[config.mk]
export PLATFORM = sky130hd
export DESIGN_NAME = byte_phase_monitor
export DESIGN_NICKNAME = d
export VERILOG_FILES = /design/src/rtl/bpm_pkg.sv /design/src/rtl/bpm_datapath.sv /design/src/rtl/bpm_ctrl.sv /design/src/rtl/byte_phase_monitor.sv
export SDC_FILE = /design/constraint.sdc
export NUM_CORES = 1
export LEC_CHECK = 0
export CAP_MARGIN = 10
export CORE_AREA = 2 2 39 41
export DETAILED_ROUTE_END_ITERATION = 10
export DIE_AREA = 0 0 41 43
export PLACE_DENSITY = 0.73
export RECOVER_POWER = 50
export SLEW_MARGIN = 20
export SYNTH_ARGS = -nofsm -noshare
export SYNTH_HDL_FRONTEND = slang
export SYNTH_SLANG_ARGS = --single-unit
[constraint.sdc]
create_clock -name clk -period 2.23 [get_ports clk]
set_input_delay 0.3345 -clock clk [delete_from_list [all_inputs] [get_ports clk]]
set_output_delay 0.3345 -clock clk [all_outputs]
set_load 0.05 [all_outputs]
[src/rtl/bpm_pkg.sv]
package bpm_pkg;

  // strobes from the control section to the datapath
  typedef struct packed {
    logic capture;   // load the measured phase this edge
    logic invert;    // shift the byte counter by half a byte
  } bpmStrobe_t;

endpackage

[src/rtl/bpm_datapath.sv]
module bpm_datapath
  import bpm_pkg::*;
#(
  parameter int BYTE_BITS   = 8,
  parameter int SYNC_STAGES = 2,
  localparam int CNT_W      = $clog2(BYTE_BITS),
  localparam int HALF       = BYTE_BITS / 2
) (
  input  logic             clk,
  input  logic             rst,
  input  logic             extByteClk,
  input  bpmStrobe_t       strobe,
  output logic             extRise,
  output logic [CNT_W-1:0] cntNow,
  output logic [CNT_W-1:0] measPhase,
  output logic             intByteClk
);

  // synchroniser stages plus one extra flop for edge detection
  logic [SYNC_STAGES:0] syncChain;

  generate
    for (genvar s = 0; s <= SYNC_STAGES; s++) begin : g_sync
      if (s == 0) begin : g_first
        always_ff @(posedge clk) begin
          if (rst) syncChain[s] <= 1'b0;
          else     syncChain[s] <= extByteClk;
        end
      end else begin : g_next
        always_ff @(posedge clk) begin
          if (rst) syncChain[s] <= 1'b0;
          else     syncChain[s] <= syncChain[s-1];
        end
      end
    end
  endgenerate

  assign extRise = syncChain[SYNC_STAGES-1] & ~syncChain[SYNC_STAGES];

  // byte counter: normal step is one, an inversion adds half a byte
  logic [CNT_W-1:0] cntStep;
  assign cntStep = strobe.invert ? CNT_W'(HALF + 1) : CNT_W'(1);

  always_ff @(posedge clk) begin
    if (rst) cntNow <= '0;
    else     cntNow <= cntNow + cntStep;
  end

  assign intByteClk = (cntNow < CNT_W'(HALF));

  // measured phase register
  always_ff @(posedge clk) begin
    if (rst)                 measPhase <= '0;
    else if (strobe.capture) measPhase <= cntNow;
  end

  logic capStb;
  assign capStb = strobe.capture;

  // the counter only ever takes the normal step or the inverting step
  a_r2_counter_step: assert property (@(posedge clk) disable iff (rst)
    !$past(rst) |-> (cntNow == CNT_W'($past(cntNow) + 1) ||
                     cntNow == CNT_W'($past(cntNow) + HALF + 1)));

  // the phase is held between captures
  a_r3_phase_held: assert property (@(posedge clk) disable iff (rst)
    (!$past(rst) && !$past(capStb)) |-> $stable(measPhase));

endmodule

[src/rtl/bpm_ctrl.sv]
module bpm_ctrl
  import bpm_pkg::*;
#(
  parameter int BYTE_BITS     = 8,
  parameter int GUARD_AFTER   = 1,
  parameter int GUARD_BEFORE  = 1,
  parameter int HOLDOFF_BYTES = 2,
  localparam int CNT_W        = $clog2(BYTE_BITS),
  localparam int HOLD_CYC     = HOLDOFF_BYTES * BYTE_BITS,
  localparam int HOLD_W       = $clog2(HOLD_CYC + 1)
) (
  input  logic             clk,
  input  logic             rst,
  input  logic             extRise,
  input  logic [CNT_W-1:0] cntNow,
  input  logic             syncReq,
  output bpmStrobe_t       strobe,
  output logic             alignEvent
);

  // unsafe window, one flag per counter value
  logic [BYTE_BITS-1:0] winMask;

  generate
    for (genvar g = 0; g < BYTE_BITS; g++) begin : g_win
      assign winMask[g] = (g <= GUARD_AFTER) || (g >= BYTE_BITS - GUARD_BEFORE);
    end
  endgenerate

  logic unsafeNow;
  assign unsafeNow = winMask[cntNow];

  // hold-off after an inversion
  logic [HOLD_W-1:0] holdCnt;
  logic              holdClear;
  assign holdClear = (holdCnt == '0);

  always_comb begin
    strobe.capture = extRise;
    strobe.invert  = extRise & unsafeNow & syncReq & holdClear;
  end

  always_ff @(posedge clk) begin
    if (rst)                holdCnt <= '0;
    else if (strobe.invert) holdCnt <= HOLD_W'(HOLD_CYC - 1);
    else if (!holdClear)    holdCnt <= holdCnt - 1'b1;
  end

  always_ff @(posedge clk) begin
    if (rst)          alignEvent <= 1'b0;
    else if (extRise) alignEvent <= unsafeNow;
  end

  // independent edge counter since the last inversion, for checking only
  logic [HOLD_W-1:0] sinceInv;
  always_ff @(posedge clk) begin
    if (rst)                                  sinceInv <= HOLD_W'(HOLD_CYC);
    else if (strobe.invert)                   sinceInv <= HOLD_W'(1);
    else if (sinceInv < HOLD_W'(HOLD_CYC))    sinceInv <= sinceInv + 1'b1;
  end

  // no inversion inside the hold-off window
  a_r7_holdoff_window: assert property (@(posedge clk) disable iff (rst)
    strobe.invert |-> sinceInv >= HOLD_W'(HOLD_CYC));

  // the event changes only on an edge that loads a measurement
  a_r4_event_on_capture: assert property (@(posedge clk) disable iff (rst)
    (!$past(rst) && alignEvent != $past(alignEvent)) |-> $past(extRise));

endmodule

[src/rtl/byte_phase_monitor.sv]
module byte_phase_monitor
  import bpm_pkg::*;
#(
  parameter int BYTE_BITS     = 8,
  parameter int SYNC_STAGES   = 2,
  parameter int GUARD_AFTER   = 1,
  parameter int GUARD_BEFORE  = 1,
  parameter int HOLDOFF_BYTES = 2,
  localparam int CNT_W        = $clog2(BYTE_BITS)
) (
  input  logic             clk,
  input  logic             rst,
  input  logic             extByteClk,
  input  logic             syncReq,
  output logic             intByteClk,
  output logic [CNT_W-1:0] measPhase,
  output logic             alignEvent
);

  bpmStrobe_t       strobe;
  logic             extRise;
  logic [CNT_W-1:0] cntNow;

  bpm_datapath #(
    .BYTE_BITS   (BYTE_BITS),
    .SYNC_STAGES (SYNC_STAGES)
  ) u_datapath (
    .clk        (clk),
    .rst        (rst),
    .extByteClk (extByteClk),
    .strobe     (strobe),
    .extRise    (extRise),
    .cntNow     (cntNow),
    .measPhase  (measPhase),
    .intByteClk (intByteClk)
  );

  bpm_ctrl #(
    .BYTE_BITS     (BYTE_BITS),
    .GUARD_AFTER   (GUARD_AFTER),
    .GUARD_BEFORE  (GUARD_BEFORE),
    .HOLDOFF_BYTES (HOLDOFF_BYTES)
  ) u_ctrl (
    .clk        (clk),
    .rst        (rst),
    .extRise    (extRise),
    .cntNow     (cntNow),
    .syncReq    (syncReq),
    .strobe     (strobe),
    .alignEvent (alignEvent)
  );

  // a counter jump other than the normal step needs the sync request
  a_r5_jump_needs_sync: assert property (@(posedge clk) disable iff (rst)
    (!$past(rst) && cntNow != CNT_W'($past(cntNow) + 1)) |-> $past(syncReq));

  // state after a reset edge
  a_r1_reset_state: assert property (@(posedge clk)
    $past(rst) |-> (cntNow == '0 && !alignEvent && measPhase == '0));

endmodule

==> results.cfg <==
[global_route]
grt_start_max_net_pins = 10
grt.overflow.total = 0
track_usage = 0.153
grt_antenna_before_repair = 0
grt_pass1_vias = 414
grt_pass1_wl_um = 1730

[detailed_routing]
detail_route.wl_per_cell_um = 11.3
drt-total-wl_um = 1020
viasPerCell = 5.20
drcViolationCount = 0
dr.pass1.iters = 4
final_antenna_net_count = 0
vias = 468
drt_iter0_drc = 4

[hold_path]
hold_class = reg2reg
hold_depth = 1

[setup_path]
worst_r2r_path_depth = 5
crit_arrival_ns = 2.09
critPathMaxStageDelay_ns = 0.50
crit_path_start_kind = flip-flop
cpMaxStageDelayCell = or4b_4
critical_path_class = reg2reg
cp.required_ns = 2.41
cp_max_fo = 4
cp-end-kind = flip-flop
path_cells = inv_1 > ha_1 > or4b_4 > or3_4 > a311o_1

[yosys]
synth.distinct_cells = 26
synth.avg_cell_area_um2 = 10.0
ys_warn_count = 0
seq_area_frac_synth = 0.498
synth_seq_cells = 16
synth_nets = 70
syn_inst = 64
synth.cell_area_um2 = 643

[cts]
cts.clk_slew.worst_paths_ns = 0.09
cts_made_buffers = 3
hold_buffers = 0
cts_root_buf = clkbuf_4
clock_sinks = 16
clock_latency_ns = 0.28
clock_path_buffers = 2
cts_resized = 0
cts_setup_buffers = 0
cts_tree = done
cts_max_level = 1

[place]
placed_area_um2 = 736
portBuffers = 8
place_congestion = 0.769

[floorplan]
die_area_um2 = 1760
ios = 9
die_height_um = 43
initial_core_util = 0.465
die_w_um = 41
fp.coreArea_um2 = 1380
rows = 14

[sta]
maxSlewHeadroom = 0.673
worstMarginPinSlew_ns = 0.489
skew_ns = 0.00596
rsz0062_at_grt = false
tns_ns = 0
clock.fmax_mhz = 522
drv_slew = 0
hold_viol = 0
setup_viol_count_final = 0
period_minus_slack_ns = 1.91
fin_crit_sh = 0.858

[layout]
syn_to_final_growth_pct = 17.3
final_common_cell = dfxtp_1
drive_gt1_frac = 0.108
fillers = 138
final_area_um2 = 754
n_antenna_cell = 0
layout_common_cells = dfxtp_1 (16), nor2_1 (8), clkdlybuf4s50_1 (7)
final_nets = 82

[power]
clkPwrFrac = 0.200
p_int_mw = 0.498
p_per_area_nw_per_um2 = 970
power.share.sequential = 0.496
ir_drop_mv = 0.461
p_sw_frac = 0.319
power.switching_mw = 0.234
leakage_nw = 0.327
power_frac_comb = 0.304

[job]
max_cap_violations = 0

[outcome]
status = complete, no violations
[flip-flops by register name (all words and copies together), names as in the netlist]
name                  cells
u_ctrl.alignEvent         1
u_ctrl.holdCnt            5
u_ctrl.unsafeNow          1
u_datapath.cntNow         3
u_datapath.measPhase      3
u_datapath.syncChain      3
[Yosys cell counts]
| cell type | number | area [µm²] |
|---|---|---|
| dfxtp_1 | 16 | 320 |
| nor2_1 | 8 | 30.0 |
| inv_1 | 5 | 18.8 |
| mux2i_1 | 4 | 40.0 |
| nor2b_1 | 4 | 25.0 |
| a21oi_1 | 3 | 15.0 |
| nand2_1 | 3 | 11.3 |
| a211oi_1 | 2 | 15.0 |
| ha_1 | 2 | 25.0 |
| a22oi_1 | 1 | 7.51 |
| a311o_1 | 1 | 10.0 |
| and2b_1 | 1 | 7.51 |
| and3_2 | 1 | 7.51 |
| buf_6 | 1 | 11.3 |
| clkbuf_1 | 1 | 3.75 |
| nand2b_1 | 1 | 6.26 |
| nand3b_1 | 1 | 7.51 |
| nand4b_1 | 1 | 8.76 |
| nor4b_1 | 1 | 8.76 |
| o21ai_0 | 1 | 5.00 |
| o311a_2 | 1 | 11.3 |
| or3_1 | 1 | 6.26 |
| or3_2 | 1 | 7.51 |
| or3_4 | 1 | 11.3 |
| or4b_4 | 1 | 13.8 |
| xnor2_1 | 1 | 8.76 |
[final timing paths]
kind / slack (ns) / endpoint / startpoint
min: 0.44 / u_datapath.syncChain[1]$_SDFF_PP0_ / u_datapath.syncChain[0]$_SDFF_PP0_
max reg2reg: 0.32 / u_ctrl.unsafeNow$_DFF_P_ / u_ctrl.holdCnt[0]$_SDFFE_PP0P_
max: 0.32 / u_ctrl.unsafeNow$_DFF_P_ / u_ctrl.holdCnt[0]$_SDFFE_PP0P_
min reg2reg: 0.44 / u_datapath.syncChain[1]$_SDFF_PP0_ / u_datapath.syncChain[0]$_SDFF_PP0_
[critical path: cells and delay by family (launching register included)]
family | cells | cell delay [ns]
flip-flops | 1 | 0.34
AO/OA/AOI/OAI | 1 | 0.34
AND/OR/NAND/NOR | 2 | 0.89
adder cells (fa/ha/maj) | 1 | 0.19
buffers and inverters | 1 | 0.06
[power by group through the flow]
stage | registers [mW] | clock network (mW) | logic (mW)
after global routing | 0.370 | 0.163 | 0.253
after floorplan | 0.366 | 0 | 0.174
after detailed placement | 0.368 | 0 | 0.222
after global placement | 0.365 | 0 | 0.220
final | 0.363 | 0.146 | 0.223
after CTS | 0.362 | 0.148 | 0.226
[final cells by class]
class	instances	area (µm²)	area share
Clock buffer	3	22.5	0.0299
Inverter	5	18.8	0.0249
Multi-Input combinational cell	41	289	0.383
Sequential cell	16	320	0.425
Tap cell	16	20.0	0.0265
Timing Repair Buffer	9	83.8	0.111
[cell families after synthesis]
logic type / after synthesis / synth area share
and+or+nand+nor: 25 / 0.235
DFF: 16 / 0.498
AOI/OAI and AO/OA: 9 / 0.0992
buffers and inverters: 7 / 0.0525
muxes: 4 / 0.0623
adders and majority gates: 2 / 0.0389
xor gates and xnor gates: 1 / 0.0136
[metrics by stage]
step | cells | hold slack (ns) | setup WS [ns] | total power [mW] | util
floorplan | 64 | 0.406 | 0.391 | 0.541 | -
global placement | 87 | 0.421 | 0.359 | 0.585 | 0.532
detailed placement | 87 | 0.428 | 0.324 | 0.590 | 0.532
CTS | 90 | 0.448 | 0.309 | 0.736 | 0.548
global route | 90 | 0.465 | 0.220 | 0.785 | 0.545
finish | 90 | 0.444 | 0.316 | 0.732 | 0.545
[per-layer routing]
metal,part of all wire,vias up,track usage
met4,0.022,0,0.100
met1,0.49,208,0.210
met5,0,-,0
li1,-,245,-
met3,0.039,4,0.0471
met2,0.45,11,0.200
No activity file was read; power rests on OpenSTA's default activity.
